[src/rtl/gpio_port_pkg.sv]
package gpio_port_pkg;

    typedef enum logic [1:0] {
        MODE_OD_RISE   = 2'b00,
        MODE_OD_FALL   = 2'b01,
        MODE_PUSHPULL  = 2'b10,
        MODE_RESISTIVE = 2'b11
    } port_mode_e;

    typedef enum logic {
        IRQ_IDLE = 1'b0,
        IRQ_FIRE = 1'b1
    } irq_state_e;

    localparam int ADDR_W = 2;
    localparam logic [ADDR_W-1:0] ADR_DATA = 2'd0;
    localparam logic [ADDR_W-1:0] ADR_MASK = 2'd1;
    localparam logic [ADDR_W-1:0] ADR_MODE = 2'd2;

endpackage

[src/rtl/gpio_pin_sync.sv]
module gpio_pin_sync #(
    parameter int WIDTH  = 8,
    parameter int STAGES = 2
) (
    input  logic             clk,
    input  logic             rst_n,
    input  logic [WIDTH-1:0] async_in,
    output logic [WIDTH-1:0] sync_out
);
    logic [WIDTH-1:0] chain_q [STAGES];

    generate
        for (genvar s = 0; s < STAGES; s++) begin : g_stage
            if (s == 0) begin : g_first
                always_ff @(posedge clk or negedge rst_n) begin
                    if (!rst_n) chain_q[s] <= '0;
                    else        chain_q[s] <= async_in;
                end
            end else begin : g_next
                always_ff @(posedge clk or negedge rst_n) begin
                    if (!rst_n) chain_q[s] <= '0;
                    else        chain_q[s] <= chain_q[s-1];
                end
            end
        end
    endgenerate

    assign sync_out = chain_q[STAGES-1];
endmodule

[src/rtl/gpio_pad_ctl.sv]
module gpio_pad_ctl
    import gpio_port_pkg::*;
#(
    parameter int WIDTH = 8
) (
    input  port_mode_e       mode,
    input  logic [WIDTH-1:0] data,
    input  logic [WIDTH-1:0] mask,
    output logic [WIDTH-1:0] drv_low,
    output logic [WIDTH-1:0] drv_high,
    output logic [WIDTH-1:0] pull_up
);
    generate
        for (genvar i = 0; i < WIDTH; i++) begin : g_pin
            always_comb begin
                drv_low[i]  = ~data[i];
                drv_high[i] = 1'b0;
                pull_up[i]  = 1'b0;
                unique case (mode)
                    MODE_RESISTIVE: pull_up[i]  = data[i];
                    MODE_PUSHPULL:  drv_high[i] = data[i] & ~mask[i];
                    MODE_OD_RISE,
                    MODE_OD_FALL:   drv_high[i] = 1'b0;
                endcase
            end
        end
    endgenerate
endmodule

[src/rtl/gpio_edge_irq.sv]
module gpio_edge_irq
    import gpio_port_pkg::*;
#(
    parameter int WIDTH = 8
) (
    input  logic             clk,
    input  logic             rst_n,
    input  port_mode_e       mode,
    input  logic [WIDTH-1:0] mask,
    input  logic [WIDTH-1:0] level,
    output logic             irq
);
    logic [WIDTH-1:0] prev_q;
    logic [WIDTH-1:0] rise, fall, armed;
    logic             hit;
    irq_state_e       state_q, state_d;

    always_ff @(posedge clk or negedge rst_n) begin
        if (!rst_n) prev_q <= '0;
        else        prev_q <= level;
    end

    assign rise = level & ~prev_q;
    assign fall = ~level & prev_q;

    always_comb begin
        unique case (mode)
            MODE_OD_RISE:   armed = rise;
            MODE_OD_FALL,
            MODE_RESISTIVE: armed = fall;
            MODE_PUSHPULL:  armed = '0;
        endcase
    end

    assign hit = |(armed & mask);

    // state register
    always_ff @(posedge clk or negedge rst_n) begin
        if (!rst_n) state_q <= IRQ_IDLE;
        else        state_q <= state_d;
    end

    // next state
    always_comb begin
        unique case (state_q)
            IRQ_IDLE: state_d = hit ? IRQ_FIRE : IRQ_IDLE;
            IRQ_FIRE: state_d = hit ? IRQ_FIRE : IRQ_IDLE;
        endcase
    end

    // outputs
    always_comb begin
        unique case (state_q)
            IRQ_IDLE: irq = 1'b0;
            IRQ_FIRE: irq = 1'b1;
        endcase
    end
endmodule

[src/rtl/gpio_irq_port.sv]
module gpio_irq_port
    import gpio_port_pkg::*;
#(
    parameter int WIDTH       = 8,
    parameter int SYNC_STAGES = 2
) (
    input  logic              clk,
    input  logic              rst_n,
    input  logic              wr_en,
    input  logic [ADDR_W-1:0] addr,
    input  logic [WIDTH-1:0]  wdata,
    output logic [WIDTH-1:0]  rd_data,
    input  logic [WIDTH-1:0]  pin_in,
    output logic [WIDTH-1:0]  drv_low,
    output logic [WIDTH-1:0]  drv_high,
    output logic [WIDTH-1:0]  pull_up,
    output logic              irq
);
    localparam int MODE_PAD = WIDTH - 2;

    logic [WIDTH-1:0] data_q;
    logic [WIDTH-1:0] mask_q;
    port_mode_e       mode_q;
    logic [WIDTH-1:0] pin_sync;

    always_ff @(posedge clk or negedge rst_n) begin
        if (!rst_n) begin
            data_q <= '1;
            mask_q <= '0;
            mode_q <= MODE_OD_RISE;
        end else if (wr_en) begin
            case (addr)
                ADR_DATA: data_q <= wdata;
                ADR_MASK: mask_q <= wdata;
                ADR_MODE: mode_q <= port_mode_e'(wdata[1:0]);
                default:  ;
            endcase
        end
    end

    always_comb begin
        case (addr)
            ADR_DATA: rd_data = pin_sync;
            ADR_MASK: rd_data = mask_q;
            ADR_MODE: rd_data = {{MODE_PAD{1'b0}}, mode_q};
            default:  rd_data = '0;
        endcase
    end

    gpio_pin_sync #(.WIDTH(WIDTH), .STAGES(SYNC_STAGES)) u_sync (
        .clk      (clk),
        .rst_n    (rst_n),
        .async_in (pin_in),
        .sync_out (pin_sync)
    );

    gpio_pad_ctl #(.WIDTH(WIDTH)) u_pad (
        .mode     (mode_q),
        .data     (data_q),
        .mask     (mask_q),
        .drv_low  (drv_low),
        .drv_high (drv_high),
        .pull_up  (pull_up)
    );

    gpio_edge_irq #(.WIDTH(WIDTH)) u_irq (
        .clk   (clk),
        .rst_n (rst_n),
        .mode  (mode_q),
        .mask  (mask_q),
        .level (pin_sync),
        .irq   (irq)
    );
endmodule

[config.mk]
export PLATFORM = sky130hd
export DESIGN_NAME = gpio_irq_port
export DESIGN_NICKNAME = d
export VERILOG_FILES = /design/src/rtl/gpio_port_pkg.sv /design/src/rtl/gpio_pin_sync.sv /design/src/rtl/gpio_pad_ctl.sv /design/src/rtl/gpio_edge_irq.sv /design/src/rtl/gpio_irq_port.sv
export SDC_FILE = /design/constraint.sdc
export NUM_CORES = 1
export LEC_CHECK = 0
export BUFFER_PORTS_ARGS = -buffer_cell sky130_fd_sc_hd__clkbuf_2
export CORE_MARGIN = 4
export CORE_UTILIZATION = 50
export DETAILED_ROUTE_END_ITERATION = 8
export PLACE_DENSITY = 0.78
export RECOVER_POWER = 100
export SETUP_SLACK_MARGIN = 0.5
export SYNTH_ARGS = -nofsm -noshare
export SYNTH_HDL_FRONTEND = slang
export SYNTH_SLANG_ARGS = --single-unit
export TNS_END_PERCENT = 5
[constraint.sdc]
create_clock -name clk -period 1.4 [get_ports clk]
set_input_delay 0.35 -clock clk [delete_from_list [all_inputs] [get_ports clk]]
set_output_delay 0.35 -clock clk [all_outputs]
set_load 0.01 [all_outputs]
# ---- Word-level counts from Yosys, hierarchy flattened
# Cells that the tools add are included.
dict set report word_totals {
  ff_bits 43
  output_inout_bits 33
  elab_cells 69
}
dict set report classes {
  n_eq_ne 5
  muxes 20
  bitwise 30
  reduce_logical 7
}
# cell count
set ops {}
lappend ops {{$pmux W8 S3} 2}
lappend ops {{$and A8 B8 Y8} 3}
lappend ops {{$mux W1} 17}
lappend ops {{$not A1 Y1} 17}
lappend ops {{$not A8 Y8} 2}
lappend ops {{$and A1 B1 Y1} 8}
lappend ops {{$reduce_or A8 Y1} 1}
lappend ops {{$eq A2 B2 Y1 const B} 3}
lappend ops {{$reduce_and A2 Y1} 3}
lappend ops {{$eq A2 B1 Y1 const B} 2}
lappend ops {{$logic_not A2 Y1} 2}
lappend ops {{$pmux W1 S2} 1}
lappend ops {{$reduce_or A2 Y1} 1}

# ---- Longest topological paths before layout
# Gate-level depths: netlist (run 1).
dict set report logic_depth {
  word_depth 6
  ltp_mapped 5
  depth_no_buf 4
}

# ---- Hierarchy
# A second synthesis (run 1) with hierarchy kept.
dict set report unflattened {
  hier_cells 149
  hier_area_um2 1938.1
}
# module n_inst cells_each area_each_um2 seq_area_each_um2
set by_module_without_submodules {}
lappend by_module_without_submodules {gpio_irq_port 1 58 843.3 460.4}
lappend by_module_without_submodules {gpio_pin_sync 1 24 460.4 400.4}
lappend by_module_without_submodules {gpio_edge_irq 1 41 422.9 225.2}
lappend by_module_without_submodules {gpio_pad_ctl 1 26 211.5 0.0}

# ---- Worst setup path after synthesis (run 1)
# Ideal clock, no wire load.
dict set report synth_timing {
  kind {register -> output}
  startpoint {register mode_q[0]}
  endpoint {output drv_high[0]}
  t_arrival_ns 1.125
  required_time_ns 1.050
  setup_slack_ns -0.075
  path_stages_with_launch 5
  cell_sequence {dfrtp_1 buf_2 or2b_1 buf_2 nor3_1}
}
dict set report synth_via {
  elab_chain_cells 2
}
# item line
set synth_lines {}
lappend synth_lines {{from (decl)} gpio_irq_port.sv:23} ;# port_mode_e mode_q;
lappend synth_lines {{from (signal assigned)} gpio_irq_port.sv:35} ;# ADR_MODE: mode_q <= port_mode_e'(wdata[1:0]);
lappend synth_lines {{$eq A2 B2 Y1} gpio_pad_ctl.sv:19} ;# unique case (mode)
lappend synth_lines {{$mux W1} gpio_pad_ctl.sv:19}
lappend synth_lines {{to (decl)} gpio_irq_port.sv:15} ;# output logic [WIDTH-1:0] drv_high,
# No other way between the ends.

# ---- Worst setup path in the final report (run 1)
dict set report layout_timing {
  startpoint {register mode_q[0]}
  endpoint {output drv_high[6]}
}
# Same word-level chain as after synthesis.

==> reports/qor.yml, run 1 <==
seqCellArea_mm2: 0.00109
final_common_cell: "clkbuf_2"
start_kind: "flop"
cts_tree: "built"
seq_area_frac_synth_pct: 60.2
grt_antenna_before_repair: 0
grt_pass1_vias: 1381
synth.distinct_cells: 26
synth_top_area_share_pct: 48.5
setup_viol: 32
place_worst_setup_slack_ns: -0.0405
die_h_um: 68.1
routabilityCongestion: 0.798
drc_errors: 0
core-area_mm2: 0.00342
violations: "setup timing"
min_path_type: "input pin to flop"
die-area_mm2: 0.00464
synth_area_mm2: 0.00181
synth_area_leaders: "dfrtp_1, dfstp_2, mux2_2, mux2i_1, o21ai_0"
synth-async-reset-ratio_pct: 100
hold_violations: 0
synth_nets: 175
yosys_register_bits: 43
synth-warning-count: 0
maxCapViolations: 0
slew_headroom_pct: 50.0
peakVddDrop_mv: 0.805
grt_first_pass_wirelength_um: 6220
p_leak_uw: 0.00117
synth_top_area_cell: "dfrtp_1"
place.port_buffers: 53
multi_input_area_um2: 736
ios: 54
rows: 21
fin_ws_ns: -0.382
synthCells: 154
wl_per_cell_um: 14.6
clock_skew_ns: 0.0124
firstDrtPassIters: 4
fp.dieW_um: 68.1
syn_avg_cell_area_um2: 11.7
cts_buffers: 5
finalCriticalPeriod_ns: 1.78
powerDensity_mw_per_mm2: 1240
hold_ws_ns: 0.101
start_util_pct: 52.9
synth_edf_count: 0
final_cell_mix: "clkbuf_2, dfrtp_1, nand2_1, buf_4"
cp_data_arrival_time_ns: 1.43
vias_per_cell: 5.25
place_area_mm2: 0.00231
clk_pin_slew_worst_paths_ns: 0.12
vias: 1423
cts-root-buf: "clkbuf_4"
crit_type: "flop to primary output"
clk_path_buf_depth: 2
final_area_mm2: 0.00239
final_antenna_net_count: 0
drt_iter0_drc: 79
end_kind: "primary output"
final.period_utilization_pct: 127
max_freq_mhz: 561
clkLatencyLatePin_ns: 0.35
grt_usage_pct: 18.8
worstPathMaxFanout: 4
synthToLayoutAreaGrowth_pct: 32.5
fillers: 262
final_nets: 245
grt_max_degree: 33
cts_sinks: 43
worstMarginPinSlew_ns: 0.750
cp.required_ns: 1.05
diodes: 0
cts_max_level: 2
drive_gt1_share_pct: 53.3
outcome: "finished, violations left"
grt-ovfl-total: 0
synth_top_flop_cell: "dfrtp_1"
rsz0062_at_grt: "yes"
finalMaxSlewViolations: 0
hpwl_um: 3050
wirelength_um: 3970
==> kinds of logic after synthesis <==
family,count (synthesis),share of synthesized area (%)
buffers and inverters,16,4.57
multiplexers,18,10.7
AO/OA/AOI/OAI,22,7.00
flip-flops,43,60.2
AND/OR/NAND/NOR,55,17.6
==> area by class of cell <==
type	count	share of cell area (%)
clock buffer	7	2.72
clock inverter	1	0.314
inverter	8	1.26
multi-input combinational	95	30.8
sequential	43	45.7
tap	46	2.41
timing repair buffer	71	16.8
==> routing by layer <==
layer | GRT usage, % | part of all wire (%)
met5 | 0 | 0
met4 | 9.93 | 2.2
met3 | 5.75 | 7.9
met2 | 33.0 | 53
met1 | 20.2 | 37
==> power by group <==
part / internal (µW) / total (µW) / switching [µW]
registers: 1420 / 1560 / 141
clock network: 294 / 662 / 368
logic: 346 / 743 / 396
==> sequential cells by signal, indices dropped and copies added, names as in the netlist <==
register	count
mask_q	8
u_irq.state_q	1
mode_q	2
u_sync.sync_out	8
u_sync.chain_q	8
data_q	8
u_irq.prev_q	8
==> worst max-delay path, stage by stage (launching register included) <==
cell	delay [ns]
dfrtp_1	0.41
or2b_1	0.26
buf_6	0.15
nor3_4	0.10
buf_2	0.15
==> through the flow <==
step,total power [µW],util (%),cells,TNS [ns]
after global routing,3140,70.0,271,-8.64
after global placement,2240,67.7,261,0
after CTS,2990,70.6,270,-6.25
final,2960,70.0,271,-6.32
after detailed placement,2280,67.7,261,-0.0722
after floorplan,1960,-,154,0
==> synthesized netlist by cell type (2+ instances only) <==
library cell / n
dfrtp_1: 35
nand2_1: 15
o21ai_0: 13
mux2_2: 10
and3_1: 8
dfstp_2: 8
inv_1: 8
mux2i_1: 8
nand2b_1: 8
nor3_1: 8
nor2_1: 6
o22ai_1: 5
a22oi_1: 4
nand3b_1: 3
buf_2: 2
buf_6: 2
clkbuf_1: 2
==> what timing repair did <==
item | CTS | global route
hold buffers | 1 | 0
endpoints found under the setup margin | 44 | 52
setup buffers | 0 | 1
resized for setup | 19 | 17
pin swaps | 0 | 2
endpoints found under the hold margin | 4 | 0
cloned | 0 | 0
==> final timing paths <==
| kind | from | to | slack (ns) | cells after the start |
|---|---|---|---|---|
| setup / recovery | mode_q[0]$_DFFE_PN0P_ | drv_high[6] | -0.38 | 4 |
| hold / removal | pin_in[5] | u_sync.chain_q[13]$_DFF_PN0_ | 0.10 | 1 |
| setup reg to reg | mode_q[0]$_DFFE_PN0P_ | u_irq.state_q$_DFF_PN0_ | 0.10 | 6 |
| hold reg to reg | u_sync.chain_q[12]$_DFF_PN0_ | u_sync.sync_out[4]$_DFF_PN0_ | 0.36 | 0 |
| max in group asynchronous | rst_n | mask_q[1]$_DFFE_PN0P_ | 0.40 | 2 |
| min in group asynchronous | rst_n | data_q[0]$_DFFE_PN1P_ | 0.19 | 1 |
(Power assumes the default switching activity.)
==> run 2: changes to the inputs <==
- CORE_UTILIZATION: 50 -> 57
- CTS_BUF_LIST: not set -> sky130_fd_sc_hd__clkbuf_8
- PLACE_DENSITY: 0.78 -> 0.87
- clock period: 1.4 -> 2.3 ns (I/O delays scaled with it)
==> reports/qor.yml, run 2 (synthesis gave the netlist of run 1 again) <==
die-area_mm2: 0.00413
max_freq_mhz: 494
outcome: "completed"
worstRegToRegCells: 5
cts_tree: "built"
ios: 54
worstMarginPinSlew_ns: 1.31
finalMaxSlewViolations: 0
grt-ovfl-total: 0
grt_max_degree: 26
final.period_utilization_pct: 88.0
fin_ws_ns: 0.276
diodes: 0
seqPwrFrac_pct: 50.0
switching_power_uw: 541
final_cell_mix: "dfrtp_1, clkbuf_1, clkbuf_2, nand2_1, o21ai_0"
grt_antenna_before_repair: 0
core-area_mm2: 0.00305
critical_path.endpoint: "drv_high[4]"
final_nets: 230
finalCriticalPeriod_ns: 2.02
vias_per_cell: 5.54
grt_first_pass_wirelength_um: 7130
final_antenna_net_count: 0
maxCapViolations: 0
start_util_pct: 59.1
routabilityCongestion: 0.759
clkLatencyLatePin_ns: 0.30
cp.buffers_inverters: 1
pwr-share-comb_pct: 19.8
p_sw_share_pct: 29.1
path_depth: 3
p_clk_share_pct: 30.2
slowest_stage: "or2b_1"
final_common_cell: "dfrtp_1"
end_kind: "primary output"
wl_per_cell_um: 17.0
clk_path_buf_depth: 2
p_int_uw: 1320
cpLargestDelayFamily: "simple AND/OR/NAND/NOR gates"
rows: 20
hp-start: "u_sync.chain_q[13]$_DFF_PN0_"
cp_data_arrival_time_ns: 1.45
cts_buffers: 5
place.port_buffers: 53
setup_viol: 0
grt_usage_pct: 22.8
cp-startpoint: "mode_q[0]$_DFFE_PN0P_"
setup_tns_ns: 0
final_area_mm2: 0.00219
r2r-end: "u_irq.state_q$_DFF_PN0_"
cts_max_level: 2
slowest_delay_ns: 0.40
firstDrtPassIters: 4
cts-root-buf: "clkbuf_8"
place_worst_setup_slack_ns: 0.345
drc_errors: 0
min_path_type: "flop to flop"
drive_gt1_share_pct: 30.0
timing.rr.start: "mode_q[0]$_DFFE_PN0P_"
clk_pin_slew_worst_paths_ns: 0.08
p_leak_uw: 0.00101
worstPathMaxFanout: 8
grt_pass1_vias: 1455
place_area_mm2: 0.00209
crit_type: "flop to primary output"
drt_iter0_drc: 108
start_kind: "flop"
wirelength_um: 4310
crit_path_cell_trace: "or2b_1, nor3_1, buf_2"
regToRegSetupSlack_ns: 0.50
clock_skew_ns: 0.0134
fillers: 226
fp.dieW_um: 64.3
hold_violations: 0
cts_sinks: 43
slew_headroom_pct: 12.5
vias: 1406
peakVddDrop_mv: 0.587
synthToLayoutAreaGrowth_pct: 21.1
die_h_um: 64.3
cp.required_ns: 1.73
rsz0062_at_grt: "yes"
hpwl_um: 2940
powerDensity_mw_per_mm2: 849
run 2: cell types whose count changed in the layout (fill, tap and decap cells not counted), moves of 5 or more:
cell / change
nor3_4: -7
clkbuf_1: +22
nor3_2: +5
dfrtp_1: +5
inv_2: -8
dfrtp_2: -5
clkbuf_2: -20
buf_2: -5
inv_1: +10
buf_4: -10
run 2: cell type report:
cell class,instances,area (µm²),area share [%]
Clock buffer,5,68.8,3.15
Clock inverter,3,37.5,1.72
Inverter,8,30.0,1.37
Multi-Input combinational cell,95,651,29.8
Sequential cell,43,1090,49.7
Tap cell,44,55.1,2.52
Timing Repair Buffer,56,256,11.7
run 2: how the worst min path moves through the flow:
stage,to,slack [ns],cells after the start
finish,u_sync.sync_out[5]$_DFF_PN0_,0.35,0
global route,u_sync.sync_out[1]$_DFF_PN0_,0.36,0
CTS,u_irq.state_q$_DFF_PN0_,0.29,1
detailed placement,u_sync.sync_out[1]$_DFF_PN0_,0.33,0
global placement,u_sync.sync_out[2]$_DFF_PN0_,0.33,0
floorplan,mask_q[0]$_DFFE_PN0P_,0.28,0
run 2: timing repair:
action / in CTS / in global routing
pin swaps: 0 / 0
hold buffers: 0 / 0
setup endpoints to repair: 16 / 24
gates resized for setup: 8 / 10
setup buffers: 1 / 0
run 2: power by group through the flow:
stage	Combinational [µW]	Sequential [µW]	Clock (µW)
after global routing	404	939	605
final	368	929	560
after global placement	340	935	0
after detailed placement	358	943	0
after floorplan	223	915	0
after CTS	384	924	573
run 2: metal layers:
metal | vias to the layer above | global-route usage, % | routed length, µm
li1 | 634 | - | -
met1 | 696 | 27.5 | 1730
met2 | 62 | 37.2 | 2200
met3 | 14 | 7.38 | 270
met4 | 0 | 10.0 | 110
met5 | - | 0 | 0
run 2: per-stage QoR:
step	hold WS, ns	std cells	power (µW)	utilization (%)
4_1_cts	0.287	254	1880	73.1
2_1_floorplan	0.279	154	1140	-
3_5_place_dp	0.335	245	1300	68.4
5_1_grt	0.360	254	1950	71.6
3_3_place_gp	0.331	245	1280	68.4
6_report	0.350	254	1860	71.6
